### config.mk
export PLATFORM = sky130hd
export DESIGN_NAME = gain_hop_ctrl
export DESIGN_NICKNAME = d
export VERILOG_FILES = /design/src/rtl/gh_pkg.sv /design/src/rtl/gh_density_counter.sv /design/src/rtl/gh_gain_select.sv /design/src/rtl/gain_hop_ctrl.sv
export SDC_FILE = /design/constraint.sdc
export NUM_CORES = 1
export LEC_CHECK = 0
export CORE_UTILIZATION = 40
export CTS_CLUSTER_SIZE = 28
export DETAILED_ROUTE_END_ITERATION = 7
export MAX_ROUTING_LAYER = met4
export PLACE_DENSITY_LB_ADDON = 0.08
export SLEW_MARGIN = 15
export SYNTH_ARGS = -nofsm -noshare
export SYNTH_HDL_FRONTEND = slang
export SYNTH_SLANG_ARGS = --single-unit
### constraint.sdc
create_clock -name clk -period 4.1 [get_ports clk]
set_input_delay 0.41 -clock clk [delete_from_list [all_inputs] [get_ports clk]]
set_output_delay 0.41 -clock clk [all_outputs]
set_load 0.01 [all_outputs]
### src/rtl/gh_pkg.sv
package gh_pkg;

    localparam int NUM_GAINS = 7;
    localparam int GAIN_W    = $clog2(NUM_GAINS);

    typedef logic [GAIN_W-1:0] gidx_t;

    // Ratio order matters: a larger index always means a larger ratio.
    typedef enum logic [GAIN_W-1:0] {
        RATIO_1_2 = 3'd0,
        RATIO_2_3 = 3'd1,
        RATIO_3_4 = 3'd2,
        RATIO_1_1 = 3'd3,
        RATIO_4_3 = 3'd4,
        RATIO_3_2 = 3'd5,
        RATIO_2_1 = 3'd6
    } ratio_e;

    localparam gidx_t GIDX_TOP = gidx_t'(RATIO_2_1);

    typedef struct packed {
        logic raise;
        logic lower;
    } hop_req_t;

    function automatic gidx_t cap_idx(gidx_t v);
        return (v > GIDX_TOP) ? GIDX_TOP : v;
    endfunction

endpackage

### src/rtl/gh_density_counter.sv
module gh_density_counter #(
    parameter int CNT_W = 4
) (
    input  logic             clk,
    input  logic             rst,
    input  logic             pump_req,
    output gh_pkg::hop_req_t hop
);
    localparam logic [CNT_W-1:0] CNT_TOP = '1;
    localparam logic [CNT_W-1:0] CNT_MID = {1'b1, {(CNT_W-1){1'b0}}};

    logic [CNT_W-1:0] cnt_q;
    logic [CNT_W-1:0] cnt_step;

    // Saturating step, then compare against the two limits.
    always_comb begin
        if (pump_req)
            cnt_step = (cnt_q == CNT_TOP) ? cnt_q : cnt_q + 1'b1;
        else
            cnt_step = (cnt_q == '0) ? cnt_q : cnt_q - 1'b1;
        hop.raise = (cnt_step == CNT_TOP);
        hop.lower = (cnt_step == '0);
    end

    always_ff @(posedge clk) begin
        if (rst)
            cnt_q <= CNT_MID;
        else if (hop.raise || hop.lower)
            cnt_q <= CNT_MID;
        else
            cnt_q <= cnt_step;
    end

    // every request is followed by a recentred counter
    p_recentre_r3: assert property (@(posedge clk) disable iff (rst)
        (hop.raise || hop.lower) |=> cnt_q == CNT_MID);

    // the stored count never rests on a limit
    p_interior_r3: assert property (@(posedge clk) disable iff (rst)
        1'b1 |=> (cnt_q != '0) && (cnt_q != CNT_TOP));

endmodule

### src/rtl/gh_gain_select.sv
module gh_gain_select (
    input  logic             clk,
    input  logic             rst,
    input  gh_pkg::hop_req_t hop,
    input  gh_pkg::gidx_t    floor_raw,
    output gh_pkg::gidx_t    gain_q
);
    import gh_pkg::*;

    gidx_t floor_c;
    gidx_t stepped;
    gidx_t gain_d;

    always_comb begin
        floor_c = cap_idx(floor_raw);
        stepped = gain_q;
        if (hop.raise && (gain_q < GIDX_TOP))
            stepped = gain_q + 1'b1;
        else if (hop.lower && (gain_q != '0))
            stepped = gain_q - 1'b1;
        gain_d = (stepped < floor_c) ? floor_c : stepped;
    end

    always_ff @(posedge clk) begin
        if (rst)
            gain_q <= floor_c;
        else
            gain_q <= gain_d;
    end

    // index stays inside the seven legal ratios
    p_ceiling_r2: assert property (@(posedge clk) disable iff (rst)
        1'b1 |=> gain_q <= GIDX_TOP);

    // index respects the floor seen at the previous edge
    p_floor_r5: assert property (@(posedge clk) disable iff (rst)
        1'b1 |=> gain_q >= cap_idx($past(floor_raw)));

    // an unblocked raise request steps up by exactly one
    p_step_up_r3: assert property (@(posedge clk) disable iff (rst)
        (hop.raise && (gain_q < GIDX_TOP) && (cap_idx(floor_raw) <= gain_q))
        |=> gain_q == $past(gain_q) + 1'b1);

    // a lower request at the floor holds the index
    p_floor_hold_r8: assert property (@(posedge clk) disable iff (rst)
        (hop.lower && (gain_q == cap_idx(floor_raw)))
        |=> gain_q == $past(gain_q));

endmodule

### src/rtl/gain_hop_ctrl.sv
module gain_hop_ctrl #(
    parameter int CNT_W = 4
) (
    input  logic       clk,
    input  logic       rst,
    input  logic       cmp_low,
    input  logic [2:0] min_idx,
    output logic [2:0] gain_idx,
    output logic       pump_en
);
    import gh_pkg::*;

    hop_req_t hop;
    gidx_t    gain_w;

    gh_density_counter #(.CNT_W(CNT_W)) u_density (
        .clk      (clk),
        .rst      (rst),
        .pump_req (cmp_low),
        .hop      (hop)
    );

    gh_gain_select u_select (
        .clk       (clk),
        .rst       (rst),
        .hop       (hop),
        .floor_raw (gidx_t'(min_idx)),
        .gain_q    (gain_w)
    );

    always_ff @(posedge clk) begin
        if (rst)
            pump_en <= 1'b0;
        else
            pump_en <= cmp_low;
    end

    assign gain_idx = gain_w;

    // a new pump command must come from a low sample
    p_pump_rise_r1: assert property (@(posedge clk) disable iff (rst)
        $rose(pump_en) |-> $past(cmp_low));

    // a skip command must come from a high sample
    p_pump_fall_r1: assert property (@(posedge clk) disable iff (rst)
        $fell(pump_en) |-> !$past(cmp_low));

    // reset leaves pump idle and gain on the limited floor
    p_reset_state_r6: assert property (@(posedge clk)
        rst |=> (!pump_en && gain_idx == cap_idx(gidx_t'($past(min_idx)))));

endmodule

== Yosys cells after proc, flatten, opt, wreduce, memory -nomap -nowiden ==
Index checks and enable logic that the tools add are counted.
W data, S select, Z words.

* Output and inout port bits: 4
* Word-level logic and storage cells: 27
* Bits in registers: 8
* Bits of input ports: 6

* $add $sub $neg: 4
* Order comparisons: 3
* Eq/ne operators: 2
* Multiplexer cells: 8
* Reductions and logical operators: 7

{| class="wikitable"
|+ Operator list
! cell !! number
|-
| $mux W3 || 5
|-
| $mux W4 || 3
|-
| $eq A4 B4 Y1 const B || 2
|-
| $logic_not A4 Y1 || 2
|-
| $add A4 B1 Y4 const B || 1
|-
| $sub A4 B1 Y4 const B || 1
|-
| $add A3 B1 Y3 const B || 1
|-
| $gt A3 B3 Y1 const B || 1
|-
| $lt A3 B3 Y1 || 1
|-
| $lt A3 B3 Y1 const B || 1
|-
| $reduce_bool A3 Y1 || 1
|-
| $sub A3 B1 Y3 const B || 1
|-
| $logic_and A1 B1 Y1 || 2
|-
| $reduce_or A2 Y1 || 1
|-
| $logic_or A1 B1 Y1 || 1
|}

== Depth between registers and ports, before layout ==
Gate-level depths: netlist (run 1).

* Depth in word-level cells: 10
* Mapped depth: 15
* Depth with buffers taken out: 15

== Modules after synthesis ==
From an unflattened synthesis (run 1), not the netlist that was laid out.

* Cell total of the unflattened synthesis: 96
* Area total of the unflattened synthesis: 834.6 um^2

{| class="wikitable"
|+ By module, submodules not included
! module !! seq. area each (um^2) !! area an instance (um^2) !! instances !! cells an instance
|-
| gh_gain_select || 60.1 || 414.1 || 1 || 50
|-
| gh_density_counter || 80.1 || 386.6 || 1 || 44
|-
| gain_hop_ctrl || 20.0 || 33.8 || 1 || 2
|}

== Worst setup path after synthesis (run 1) ==
OpenSTA, ideal clock, no wires.

* Path kind: register to register
* Start: register u_density.cnt_q[0]
* End: register u_select.gain_q[1]
* Period minus slack after synthesis: 3.443 ns
* Arrival time: 3.319 ns
* Cell stages (with the launch flop): 16
* Slack: 0.657 ns
* Path buffers: 0
* Cell sequence: dfxtp_1 inv_1 ha_1 or4b_4 a21oi_2 o22ai_2 nor3_1 a211oi_1 a41o_1 or2_1 ha_1 inv_1 a21oi_1 a21o_1 a31o_1 mux2_1

* Cells in the longest elaborated chain, start to end: 10
* Elaborated cells between the ends (all ways): 16
* Classes of those cells: 2 x add/sub; 1 x order compare; 2 x eq/ne; 7 x mux; 4 x reduce/logical

{| class="wikitable"
|+ RTL lines
! what !! line !! text
|-
| start, declared || gh_density_counter.sv:12 || <nowiki>logic [CNT_W-1:0] cnt_q;</nowiki>
|-
| start signal, assigned || gh_density_counter.sv:31 || <nowiki>cnt_q <= cnt_step;</nowiki>
|-
| $sub A4 B1 Y4, or another cell as far along || gh_density_counter.sv:20 || <nowiki>cnt_step = (cnt_q == '0) ? cnt_q : cnt_q - 1'b1;</nowiki>
|-
| $mux W4, on equally long branches || gh_density_counter.sv:20, gh_density_counter.sv:18 ||
|-
| $mux W4 * || gh_density_counter.sv:17 || <nowiki>if (pump_req)</nowiki>
|-
| $logic_not A4 Y1 || gh_density_counter.sv:22 || <nowiki>hop.lower = (cnt_step == '0);</nowiki>
|-
| $logic_and A1 B1 Y1 || gh_gain_select.sv:19 || <nowiki>else if (hop.lower && (gain_q != '0))</nowiki>
|-
| $mux W3 || gh_gain_select.sv:19 ||
|-
| $mux W3 * || gh_gain_select.sv:17 || <nowiki>if (hop.raise && (gain_q < GIDX_TOP))</nowiki>
|-
| $lt A3 B3 Y1 || gh_gain_select.sv:21 || <nowiki>gain_d = (stepped < floor_c) ? floor_c : stepped;</nowiki>
|-
| $mux W3 * || gh_gain_select.sv:21 ||
|-
| $mux W3 * || gh_gain_select.sv:25 || <nowiki>if (rst)</nowiki>
|-
| end signal, assigned || gh_gain_select.sv:26 || <nowiki>gain_q <= floor_c;</nowiki>
|-
| end signal, assigned || gh_gain_select.sv:28 || <nowiki>gain_q <= gain_d;</nowiki>
|-
| end, declared || gh_gain_select.sv:6 || <nowiki>output gh_pkg::gidx_t gain_q</nowiki>
|}

Mark *: on every way between the ends. The rest lies on a longest branch, timed or not.
A chain may end at the register's enable or synchronous reset.

== Final worst setup path (run 1) ==
* Start: input cmp_low
* End: register u_select.gain_q[1]

* Cells in the longest elaborated chain, start to end: 8
* Elaborated cells between the ends (all ways): 10
* Classes of those cells: 1 x order compare; 1 x eq/ne; 5 x mux; 3 x reduce/logical

{| class="wikitable"
|+ RTL lines
! what !! line !! text
|-
| start, declared || gain_hop_ctrl.sv:6 || <nowiki>input logic cmp_low,</nowiki>
|-
| $mux W4 * || gh_density_counter.sv:17 ||
|-
| $logic_not A4 Y1 || gh_density_counter.sv:22 ||
|-
| $logic_and A1 B1 Y1 || gh_gain_select.sv:19 ||
|-
| $mux W3 || gh_gain_select.sv:19 ||
|-
| $mux W3 * || gh_gain_select.sv:17 ||
|-
| $lt A3 B3 Y1 || gh_gain_select.sv:21 ||
|-
| $mux W3 * || gh_gain_select.sv:21 ||
|-
| $mux W3 * || gh_gain_select.sv:25 ||
|}

Marks and branches as above.

==> impl_results.md, run 1 <==
- Status: complete, no violations
- Drt pass-1 iters: 4
- Fmax: 0.272 GHz
- ANT cells: 0
- Critical Path Start Type: input pin
- Share of layout cells above drive strength 1: 0.147
- Arrival time worst endpoint: 3.82 ns
- Count of different cell masters after synthesis: 45
- Synth Area in Compound Gates: 0.291
- Setup Crit Path Kind: in -> reg
- Sequential-to-total area share from yosys stat: 0.207
- Worst-Skew Late Latency: 0.26 ns
- Critical path launch point: cmp_low
- Total wire length: 1570 um
- Data required time at the worst endpoint: 4.24 ns
- Seq cells post-synth: 8
- Fin crit period: 3.67 ns
- Syn Nets: 105
- Pin count of the biggest net entering global routing: 16
- Sum of negative setup slack: 0 ns
- Asr flop ratio synth: 0
- Die H: 46 um
- Pins over their slew limit: 0
- Remaining antenna violation count after routing: 0
- Cells on worst reg2reg path: 15
- Hold buffers post-CTS: 0
- Synth Area in Simple Gates: 0.244
- EDFF count, synth: 0
- Drt drc: 0
- Rel. slew slack: 0.676
- Synth warn: 0
- Drt initial violations: 11
- Sink Count: 8
- Reg2reg start: u_density.cnt_q[0]
- Layout net count: 118
- Vias after detailed routing: 685
- Multiplexer share of the synthesized area: 0.0420
- First-pass GRT wire length: 2480 um
- Hold Path Class: reg -> reg
- Congestion Overflow GR: 0
- PD cells: 607 nW/um2
- TritonCTS clock tree: built
- Worst setup path end: u_select.gain_q[1]
- CP max stage delay: 0.70 ns
- Placer Congestion: 0.765
- Main combinational cell family by area after synthesis: compound AO/OA/AOI/OAI gates
- Number of global-route vias before repair: 589
- Worst R2R Setup Slack: 0.46 ns
- Area grow syn2layout: 17.9%
- Dpl cell area: 891 um2
- RSZ-0062 raised after global routing: false
- Final Hold Fails: 0
- XOR/XNOR Fraction of Synth Area: 0.0226
- Cell family contributing the most delay on the critical path: compound AO/OA/AOI/OAI gates
- Post-Syn Area: 774 um2
- Max Buffers Root-to-Sink: 2
- Synthesized instance count: 91
- Fraction of the mapped netlist area in adder cells: 0.129
- Worst Setup End Kind: flop
- Setup Viol. Count Final: 0
- Max_cap viols: 0
- GRT Total Usage: 0.166
- IO Pins: 10
- Setup Fix Bufs, Post-CTS: 0
- Max rail drop VDD: 0.000294 V
- Row count: 15
- Worst r2r dst: u_select.gain_q[1]
- Critical Path Fanout Max: 14
- DPL Wire Length: 1230 um
- Dominant synthesized flop cell: dfxtp_1
- DIE WIDTH: 46 um
- Post-CTS sizing: 0
- Crit path depth: 14
- Leakage dissipation: 0.383 nW
- Vias per Instance: 5.39
- Core area: 1760 um2
- Clk root buf: clkbuf_4
- Post-route clock period utilization: 0.896
- Htree depth: 1
- Starting Density: 0.439
- Avg WL per Cell: 12.3 um
- Total CTS buffers: 3
- Worst Clk Skew: 0.00221 ns
- Number of port buffers: 9
- Worst-path clk slew: 0.06 ns
- Slew @ Worst Pin: 0.485 ns
- Mapped Avg Cell Area: 8.51 um2
- Worst path bufs/invs: 2
- Design Area, Final: 913 um2
- Worst path cell trace: clkdlybuf4s50_1 > mux2_2 > a211oi_1 > nor2_1 > nor2_1 > a211oi_1 > a41o_1 > or2_1 > ha_1 > inv_1 > a21oi_1 > a21o_1 > a31o_1 > mux2_1
- Slowest-stage cell, CP: clkdlybuf4s50_1
- Initial antenna violation count: 0
- Die area: 2120 um2
==> layer usage <==
metal	global-route usage	vias up	share of wire
met3	0.0357	3	0.034
met5	-	-	0
met2	0.228	15	0.42
met4	0.0353	0	0.011
met1	0.246	304	0.53
li1	-	363	-
==> Yosys cell counts, types with 2 or more instances <==
cell type,count,area share
a211oi_1,4,0.039
a21boi_0,2,0.019
a21oi_1,5,0.032
dfxtp_1,8,0.21
ha_1,8,0.13
inv_1,8,0.039
nand2_1,3,0.015
nand4_1,3,0.024
nor2_1,6,0.029
nor2b_1,3,0.024
nor3_1,2,0.013
o21ai_0,3,0.019
o22ai_1,2,0.016
or3_1,2,0.016
xnor2_1,2,0.023
==> worst reg2reg max path: cells and delay by family, from the launching register on <==
kind | cells | cell delay, ns
and+or+nand+nor | 3 | 0.97
DFF | 1 | 0.37
muxes | 1 | 0.31
AOI/OAI and AO/OA | 7 | 1.04
adders and majority gates | 2 | 0.59
buffers and inverters | 2 | 0.24
==> where the power goes <==
group	internal (mW)	total, mW	switching, mW
Sequential	0.104	0.152	0.0482
Combinational	0.170	0.341	0.170
Clock	0.0336	0.0623	0.0287
Total	0.308	0.555	0.247
==> worst min-delay path by stage <==
stage / start / to / slack (ns) / cells past startpoint
floorplan: rst / pump_en / 0.48 / 1
global placement: u_density.cnt_q[3] / u_density.cnt_q[2] / 0.63 / 2
detailed placement: u_density.cnt_q[1] / u_density.cnt_q[1] / 0.64 / 2
CTS: u_density.cnt_q[3] / u_density.cnt_q[2] / 0.65 / 2
global route: u_density.cnt_q[3] / u_density.cnt_q[2] / 0.67 / 2
finish: u_density.cnt_q[3] / u_density.cnt_q[2] / 0.65 / 2
==> final cells by class <==
cell class	count	area [um2]
fillers	187	851
multi-input cells	72	564
flip-flops and latches	8	160
repair buffers	11	105
well taps	25	31.3
inverters	8	30.0
clock buffers	3	22.5
==> layout by cell type (no fill, tap or decap), types with 3 or more instances in the layout <==
master,Yosys,final
clkbuf_4,0,3
ha_1,8,8
o21ai_0,3,3
inv_1,8,8
clkdlybuf4s50_1,0,9
nor2_1,6,6
a211oi_1,4,4
nand2_1,3,3
nor2b_1,3,3
nand4_1,3,3
a21oi_1,5,5
dfxtp_1,8,8
==> state kept, by name, summed over array words and instances (netlist names) <==
name / count
u_density.cnt_q: 4
u_select.gain_q: 3
pump_en: 1
==> kinds of logic (layout without fill, tap and decap cells) <==
group	Yosys count	in the layout
AO/OA/AOI/OAI	28	28
flip-flops	8	8
buffers and inverters	11	22
adder cells (fa/ha/maj)	8	8
multiplexers	3	3
XOR/XNOR	2	2
AND/OR/NAND/NOR	31	31
==> per-stage QoR <==
step / setup slack [ns] / power (mW) / hold slack (ns) / std cells / util
5_1_grt: 0.182 / 0.599 / 0.673 / 127 / 0.518
3_5_place_dp: 0.186 / 0.494 / 0.637 / 124 / 0.505
4_1_cts: 0.430 / 0.557 / 0.651 / 127 / 0.518
3_3_place_gp: 0.221 / 0.489 / 0.633 / 124 / 0.505
6_report: 0.426 / 0.555 / 0.649 / 127 / 0.518
2_1_floorplan: 0.657 / 0.407 / 0.482 / 91 / -
No activity file was read; power rests on OpenSTA's default activity.
==> run 2, diff against run 1 <==
Settings changed: CTS_BUF_LIST from default to sky130_fd_sc_hd__clkbuf_8.
Clock period 4.1 ns to 3.8 ns, I/O delays scaled along.
==> impl_results.md, run 2 (synthesis gave the netlist of run 1 again) <==
- Fin crit period: 3.54 ns
- Critical Path Fanout Max: 8
- Worst path bufs/invs: 2
- Die area: 2120 um2
- Hold Path Class: reg -> reg
- Vias after detailed routing: 692
- Worst-path clk slew: 0.04 ns
- TritonCTS clock tree: built
- Avg WL per Cell: 12.3 um
- DPL Wire Length: 1270 um
- Drt initial violations: 16
- Pins over their slew limit: 0
- Final Hold Fails: 0
- PD cells: 678 nW/um2
- Design Area, Final: 962 um2
- Setup Viol. Count Final: 0
- Fillcell total: 192
- Post-route clock period utilization: 0.931
- Htree depth: 1
- Comb power frac: 0.597
- RSZ-0062 raised after global routing: false
- Worst Clk Skew: 0.00187 ns
- First-pass GRT wire length: 2700 um
- Internal power: 0.382 mW
- Max_cap viols: 0
- Net switching power: 0.270 mW
- Hold buffers post-CTS: 0
- Vias per Instance: 5.28
- Worst path cell trace: inv_1 > ha_1 > or3b_2 > a22oi_1 > o211ai_1 > nor2_1 > a211oi_1 > a41o_1 > or2_1 > ha_1 > inv_1 > a21oi_1 > a21o_1 > a31o_1 > mux2_1
- Sink Count: 8
- Total CTS buffers: 3
- Congestion Overflow GR: 0
- Slew @ Worst Pin: 0.491 ns
- Drt pass-1 iters: 4
- Cell family contributing the most delay on the critical path: compound AO/OA/AOI/OAI gates
- IO Pins: 10
- Dpl cell area: 921 um2
- Final Util: 0.545
- Clk root buf: clkbuf_8
- Overall Power: 0.652 mW
- DIE WIDTH: 46 um
- Arrival time worst endpoint: 3.64 ns
- Number of global-route vias before repair: 632
- Core area: 1760 um2
- Area grow syn2layout: 24.2%
- Data required time at the worst endpoint: 3.90 ns
- Fin cells: 131
- Post-CTS sizing: 0
- Most common cell after layout, fill and taps aside: clkdlybuf4s50_1
- Die H: 46 um
- Clock share of power: 0.151
- Setup Fix Bufs, Post-CTS: 0
- CP max stage delay: 0.48 ns
- Slowest-stage cell, CP: or3b_2
- Pin count of the biggest net entering global routing: 16
- Fmax: 0.283 GHz
- Layout net count: 122
- Max rail drop VDD: 0.000446 V
- Sum of negative setup slack: 0 ns
- Starting Density: 0.439
- Commonest cells after routing, fill and taps aside: clkdlybuf4s50_1, inv_1, ha_1, dfxtp_1
- Leakage dissipation: 0.409 nW
- Total wire length: 1610 um
- Sw Ratio: 0.414
- Rel. slew slack: 0.672
- Worst Setup End Kind: flop
- Row count: 15
- GRT Total Usage: 0.184
- ANT cells: 0
- Placed Cells: 128
- Drt drc: 0
- Critical Path Start Type: flop
- Max Buffers Root-to-Sink: 2
- Worst-Skew Late Latency: 0.22 ns
- Remaining antenna violation count after routing: 0
- Largest register by flop count: u_density.cnt_q
- Top flop regs: u_density.cnt_q x4, u_select.gain_q x3, pump_en x1
- Setup Crit Path Kind: reg -> reg
- Reg power frac: 0.252
- Placer Congestion: 0.783
- Max FFs per register: 4
- Status: complete, no violations
- Number of port buffers: 9
- Initial antenna violation count: 0
- Share of layout cells above drive strength 1: 0.179
## run 2: cell count changes in the layout (fill, tap and decap cells not counted)
cell and change:
buf_4 +4, clkbuf_4 -3, clkbuf_8 +3
## run 2: tightest hold or removal path, stage by stage (launching register included)
cell and delay [ns]:
dfxtp_1 0.36, a21oi_2 0.16, nor3_1 0.06
## run 2: power groups by stage
stage	clock network (mW)	logic [mW]	registers, mW
2_1_floorplan	0	0.294	0.145
6_report	0.0987	0.389	0.165
3_5_place_dp	0	0.388	0.165
5_1_grt	0.106	0.437	0.172
4_1_cts	0.102	0.391	0.164
3_3_place_gp	0	0.388	0.165
## run 2: path summary, 6_finish.rpt
kind	start	endpoint	slack (ns)	cells after the start
max	u_density.cnt_q[0]	u_select.gain_q[1]	0.26	15
min	u_density.cnt_q[1]	u_density.cnt_q[1]	0.64	2
max reg2reg	u_density.cnt_q[0]	u_select.gain_q[1]	0.26	15
min reg2reg	u_density.cnt_q[1]	u_density.cnt_q[1]	0.64	2
## run 2: per-layer routing
metal,part of all wire,global-route usage,up-vias,wire [um]
met5,0,-,-,0
met4,0.0068,0.0353,0,11
met3,0.025,0.0476,2,41
met2,0.42,0.259,9,671
met1,0.55,0.261,309,885
li1,-,-,372,-
## run 2: stage by stage
step,setup slack [ns],hold slack [ns]
after CTS,0.279,0.632
after floorplan,0.357,0.452
final,0.263,0.636
after global placement,0.0985,0.635
after detailed placement,0.102,0.626
after global routing,0.0177,0.658
## run 2: final cells by class
class | instances | area (um2) | area share
Sequential cell | 8 | 160 | 0.166
Tap cell | 25 | 31.3 | 0.0325
Clock buffer | 3 | 41.3 | 0.0429
Inverter | 8 | 30.0 | 0.0312
Timing Repair Buffer | 15 | 135 | 0.140
Multi-Input combinational cell | 72 | 564 | 0.586
